`src/rtl/ddc_pkg.sv`:
```
package ddc_pkg;

    // Oscillator phase, one state per quarter cycle of the fs/4 tone.
    typedef enum logic [1:0] {
        PH_0   = 2'd0,
        PH_90  = 2'd1,
        PH_180 = 2'd2,
        PH_270 = 2'd3
    } lo_phase_t;

    // Product selection replacing a multiply by +1, 0 or -1.
    typedef enum logic [1:0] {
        MIX_ZERO = 2'd0,
        MIX_PASS = 2'd1,
        MIX_NEG  = 2'd2
    } mix_op_t;

    localparam int unsigned LANES = 2;
    localparam int unsigned LANE_I = 0;
    localparam int unsigned LANE_Q = 1;

    function automatic mix_op_t mix_op_negate(input mix_op_t op);
        unique case (op)
            MIX_PASS: return MIX_NEG;
            MIX_NEG:  return MIX_PASS;
            default:  return MIX_ZERO;
        endcase
    endfunction

endpackage

```
`src/rtl/ddc_lo_phase.sv`:
```
module ddc_lo_phase
    import ddc_pkg::*;
(
    input  logic    clk,
    input  logic    rst,
    input  logic    adv,
    output mix_op_t cos_op,
    output mix_op_t sin_op
);

    lo_phase_t state_q;
    lo_phase_t state_d;

    // Next-state: advance on a valid sample, hold otherwise.
    always_comb begin
        state_d = state_q;
        if (adv) begin
            unique case (state_q)
                PH_0:    state_d = PH_90;
                PH_90:   state_d = PH_180;
                PH_180:  state_d = PH_270;
                PH_270:  state_d = PH_0;
                default: state_d = PH_0;
            endcase
        end
    end

    // State register.
    always_ff @(posedge clk) begin
        if (rst) state_q <= PH_0;
        else     state_q <= state_d;
    end

    // Outputs: reference values of the current phase.
    always_comb begin
        unique case (state_q)
            PH_0:    begin cos_op = MIX_PASS; sin_op = MIX_ZERO; end
            PH_90:   begin cos_op = MIX_ZERO; sin_op = MIX_PASS; end
            PH_180:  begin cos_op = MIX_NEG;  sin_op = MIX_ZERO; end
            PH_270:  begin cos_op = MIX_ZERO; sin_op = MIX_NEG;  end
            default: begin cos_op = MIX_ZERO; sin_op = MIX_ZERO; end
        endcase
    end

    // no valid sample, no phase movement
    a_r4_hold_phase: assert property (@(posedge clk) disable iff (rst)
        !adv |=> $stable(state_q));

    // each valid sample moves exactly one quarter cycle
    a_r2_phase_step: assert property (@(posedge clk) disable iff (rst)
        adv |=> (state_q == lo_phase_t'($past(state_q) + 2'd1)));

    // exactly one reference is nonzero in every phase
    a_r3_one_active: assert property (@(posedge clk) disable iff (rst)
        (cos_op == MIX_ZERO) != (sin_op == MIX_ZERO));

endmodule

```
`src/rtl/ddc_mix_lane.sv`:
```
module ddc_mix_lane
    import ddc_pkg::*;
#(
    parameter int unsigned W = 12
) (
    input  logic         clk,
    input  logic         rst,
    input  logic         en,
    input  mix_op_t      op,
    input  logic [W-1:0] din,
    output logic [W:0]   dout
);

    localparam int unsigned OW = W + 1;
    localparam logic [W-1:0] MOST_NEG = {1'b1, {(W-1){1'b0}}};
    localparam logic [OW-1:0] MOST_NEG_FLIPPED = {2'b01, {(W-1){1'b0}}};

    logic [OW-1:0] ext;
    logic [OW-1:0] prod;

    assign ext = {din[W-1], din};

    always_comb begin
        unique case (op)
            MIX_PASS: prod = ext;
            MIX_NEG:  prod = ~ext + {{(OW-1){1'b0}}, 1'b1};
            default:  prod = '0;
        endcase
    end

    always_ff @(posedge clk) begin
        if (rst)     dout <= '0;
        else if (en) dout <= prod;
    end

    // output held between valid samples
    a_r8_hold_data: assert property (@(posedge clk) disable iff (rst)
        !en |=> $stable(dout));

    // zero reference gives exactly zero
    a_r3_zero_product: assert property (@(posedge clk) disable iff (rst)
        (en && op == MIX_ZERO) |=> (dout == '0));

    // negating the most negative code does not wrap
    a_r6_no_overflow: assert property (@(posedge clk) disable iff (rst)
        (en && op == MIX_NEG && din == MOST_NEG) |=> (dout == MOST_NEG_FLIPPED));

endmodule

```
`src/rtl/iq_quarter_ddc.sv`:
```
module iq_quarter_ddc
    import ddc_pkg::*;
#(
    parameter int unsigned W = 12
) (
    input  logic         clk,
    input  logic         rst,
    input  logic         smp_valid,
    input  logic [W-1:0] smp_data,
    input  logic         flip_q,
    output logic         iq_valid,
    output logic [W:0]   i_data,
    output logic [W:0]   q_data
);

    mix_op_t cos_op;
    mix_op_t sin_op;
    mix_op_t lane_op [LANES];
    logic [W:0] lane_out [LANES];

    ddc_lo_phase u_phase (
        .clk    (clk),
        .rst    (rst),
        .adv    (smp_valid),
        .cos_op (cos_op),
        .sin_op (sin_op)
    );

    // Sideband correction folded into the Q selection.
    assign lane_op[LANE_I] = cos_op;
    assign lane_op[LANE_Q] = flip_q ? mix_op_negate(sin_op) : sin_op;

    for (genvar g = 0; g < LANES; g++) begin : g_lane
        ddc_mix_lane #(.W(W)) u_lane (
            .clk  (clk),
            .rst  (rst),
            .en   (smp_valid),
            .op   (lane_op[g]),
            .din  (smp_data),
            .dout (lane_out[g])
        );
    end

    always_ff @(posedge clk) begin
        if (rst) iq_valid <= 1'b0;
        else     iq_valid <= smp_valid;
    end

    assign i_data = lane_out[LANE_I];
    assign q_data = lane_out[LANE_Q];

    // strobe follows input strobe after one cycle
    a_r5_valid_latency: assert property (@(posedge clk) disable iff (rst)
        smp_valid |=> iq_valid);
    a_r5_idle_latency: assert property (@(posedge clk) disable iff (rst)
        !smp_valid |=> !iq_valid);

    // Q flips sign against the unflipped reference when requested
    a_r7_flip_sign: assert property (@(posedge clk) disable iff (rst)
        (smp_valid && flip_q && sin_op == MIX_PASS && !smp_data[W-1] && smp_data != '0)
            |=> q_data[W]);

endmodule

```
`config.mk`:
```
export PLATFORM = sky130hd
export DESIGN_NAME = iq_quarter_ddc
export DESIGN_NICKNAME = d
export VERILOG_FILES = /design/src/rtl/ddc_pkg.sv /design/src/rtl/ddc_lo_phase.sv /design/src/rtl/ddc_mix_lane.sv /design/src/rtl/iq_quarter_ddc.sv
export SDC_FILE = /design/constraint.sdc
export NUM_CORES = 1
export LEC_CHECK = 0
export ABC_CLOCK_PERIOD_IN_PS = 2550
export BUFFER_PORTS_ARGS = -buffer_cell sky130_fd_sc_hd__buf_2
export CORE_ASPECT_RATIO = 1.1
export CORE_MARGIN = 5
export CORE_UTILIZATION = 55
export CTS_BUF_LIST = sky130_fd_sc_hd__clkbuf_4
export DETAILED_ROUTE_END_ITERATION = 10
export MAX_ROUTING_LAYER = met4
export PLACE_DENSITY_LB_ADDON = 0.3
export REMOVE_ABC_BUFFERS = 1
export SLEW_MARGIN = 30
export SYNTH_ARGS = -nofsm -noshare
export SYNTH_HDL_FRONTEND = slang
export SYNTH_SLANG_ARGS = --single-unit
```
`constraint.sdc`:
```
create_clock -name clk -period 2.55 [get_ports clk]
set_input_delay 0.1275 -clock clk [delete_from_list [all_inputs] [get_ports clk]]
set_output_delay 0.1275 -clock clk [all_outputs]
set_load 0.02 [all_outputs]
```
==> metrics.md <==
| Metric | Value |
|---|---|
| Commonest non-fill, non-tap cell in the layout | `buf_2` |
| CTS Hold Bufs | `0` |
| Register clock-pin slew on the reported worst setup and hold paths | `0.09 ns` |
| Via count | `1638` |
| Critical Path AT | `2.58 ns` |
| Reg area | `581 um^2` |
| Synth Flop Type | `dfxtp_1` |
| Fin Setup TNS | `0 ns` |
| Total die area | `0.00432 mm^2` |
| Mapped cell area | `0.00171 mm^2` |
| Total GRT Usage | `21.1%` |
| Number of setup buffers added after CTS | `0` |
| PortBufs | `42` |
| Worst Setup Path Type | `reg2reg` |
| P&R area growth vs syn | `14.7%` |
| Hold Vio Cnt, Final | `0` |
| Detailed placer's ending HPWL | `2890 um` |
| WHS | `0.107 ns` |
| Worst Hold Class | `in2reg` |
| Nets | `268` |
| First-pass GRT wire length | `6960 um` |
| H-tree depth | `2` |
| Core area | `0.00302 mm^2` |
| Pre-CTS WS | `0.291 ns` |
| Fraction of layout cells with a size suffix above 1 | `24.6%` |
| Post-CTS resize count | `0` |
| # fillers | `284` |
| P_leak | `0.810 nW` |
| DR WL/cell | `14.6 um` |
| Antenna Violating Nets Remaining | `0` |
| Cell Pwr Density | `494 mW/mm^2` |
| Unrepaired setup endpoints after global routing | `no` |
| Post-synthesis cell type count | `50` |
| VDD IR-drop max | `0.333 mV` |
| Drc violations | `0` |
| Initial antenna violation count | `0` |
| Placer's final routability congestion estimate | `0.892` |
| Io pins | `43` |
| Mapped Cells | `207` |
| Clk_skew | `0.00375 ns` |
| Clock sinks | `29` |
| TritonCTS clock tree | `done` |
| CP max FO | `7` |
| Height of the die | `68.4 um` |
| Post-route setup slack | `0.234 ns` |
| Power, Total | `967 uW` |
| Minimum clock period after layout | `2.32 ns` |
| Number of synthesized flops with an enable pin | `0` |
| Vias in the first global route | `1525` |
| Outcome | `finished clean` |
| Largest net degree at the start of global routing | `31` |
| Commonest non-fill, non-tap cells in the layout | `buf_2 (42), dfxtp_1 (29), nor2_1 (24)` |
| Ant. Diodes | `0` |
| Worst slew pin tran | `0.583 ns` |
| Num CTS Buffers | `5` |
| Final global-route overflow total | `0` |
| Seq/Total Area, Yosys | `34.0%` |
| Final setup violation count | `0` |
| Achievable Freq | `432 MHz` |
| Final std cells w/o fill | `278` |
| Max-slew violations | `0` |
| Initial Util | `56.5%` |
| Via density | `5.89` |
| First DRT Iteration DRCs | `123` |
| DIE WIDTH | `63.1 um` |
| Max-cap violations | `0` |
| Critical Path Sink Type | `flop` |
| Tcrit/Tclk final | `90.8%` |
| Cell Rows | `21` |
| CTS Buffer Depth | `2` |
| Routed WL | `4070 um` |
| Multi-input gate area | `0.00101 mm^2` |
| Placed cells | `268` |
| Clock Latency Late Sink | `0.33 ns` |
| Root Driver | `clkbuf_4` |
| Initial DRT Pass Iterations | `4` |
| Seq cells post-synth | `29` |
| Synth Area per Inst | `8.24 um^2` |
| Worst Setup Start Kind | `flop` |
| Slew headroom | `61.1%` |
| Ys async rst share | `0%` |
| YS warnings | `0` |
| CP required | `2.82 ns` |
[power by group]
group / total (mW) / switching, mW / leakage [nW] / internal, mW
logic: 0.214 / 0.135 / 0.543 / 0.0787
clock network: 0.265 / 0.154 / 0.0292 / 0.110
registers: 0.488 / 0.0121 / 0.238 / 0.476
total: 0.967 / 0.302 / 0.810 / 0.665
[per-layer routing]
layer,wire (um),global-route usage (%)
met1,1820,25.8
met3,230,6.57
met4,78,9.81
met5,0,-
met2,1940,31.8
[kinds of logic (layout without fill, tap and decap cells)]
family                     after synthesis  after routing  share of synthesized area [%]
xor gates and xnor gates                 2              2                           1.03
adders and majority gates                8              8                           5.87
and+or+nand+nor                         86             86                           27.8
muxes                                    4              4                           2.49
AOI/OAI and AO/OA                       53             53                           22.1
DFF                                     29             29                           34.0
buffers and inverters                   25             62                           6.74
[cells in the mapped netlist (all sizes together) (2+ instances only)]
cell,count,share of area (%)
nor2,24,5.3
mux2i,2,1.2
mux2,2,1.3
o31ai,3,1.3
a211oi,5,2.2
a22oi,5,2.2
o311ai,2,1.0
nand3b,4,1.8
buf,8,3.0
a221oi,2,1.0
a311oi,6,3.1
inv,9,2.0
or2,3,1.1
nor3,5,1.8
clkbuf,8,1.8
nand2,16,3.5
o21ai,7,2.1
or3,5,1.8
nand2b,2,0.73
nor2b,3,1.1
xnor2,2,1.0
nor3b,2,0.88
ha,8,5.9
nor4,5,2.7
a21oi,11,3.2
nand3,7,2.1
a22o,2,1.0
dfxtp,29,34
or4,5,2.6
[final cells by class]
class	instances	share of cell area, %
Multi-Input combinational cell	153	51.7
Clock inverter	1	0.192
Inverter	9	1.73
Sequential cell	29	29.7
Tap cell	34	2.17
Clock buffer	6	2.30
Timing Repair Buffer	46	12.3
[worst max-delay path, stage by stage, from the launching register on]
cell,delay (ns)
dfxtp_1,0.39
inv_1,0.10
ha_1,0.19
mux2_2,0.28
ha_1,0.33
nand3b_1,0.29
buf_4,0.22
o32a_1,0.32
a21oi_1,0.13
[state kept, by name (all words and copies together) (netlist names)]
signal	cells
g_lane.u_lane.dout	26
iq_valid	1
u_phase.state_q	2
[per-stage QoR]
stage / cell area, um^2 / util (%)
after global routing: 1960 / 64.8
after floorplan: 1630 / -
final: 1960 / 64.8
after CTS: 1930 / 64.0
after global placement: 1890 / 62.4
after detailed placement: 1890 / 62.4
[path summary, 6_finish.rpt]
check / start / end / slack (ns) / cells after the start
setup / recovery: u_phase.state_q[1]$_SDFFE_PP0P_ / g_lane[1].u_lane.dout[9]$_SDFFE_PP0P_ / 0.23 / 8
setup reg to reg: u_phase.state_q[1]$_SDFFE_PP0P_ / g_lane[1].u_lane.dout[9]$_SDFFE_PP0P_ / 0.23 / 8
hold reg to reg: g_lane[0].u_lane.dout[8]$_SDFFE_PP0P_ / g_lane[0].u_lane.dout[8]$_SDFFE_PP0P_ / 0.48 / 2
hold / removal: smp_data[0] / g_lane[0].u_lane.dout[0]$_SDFFE_PP0P_ / 0.11 / 3
(Power assumes the default switching activity.)
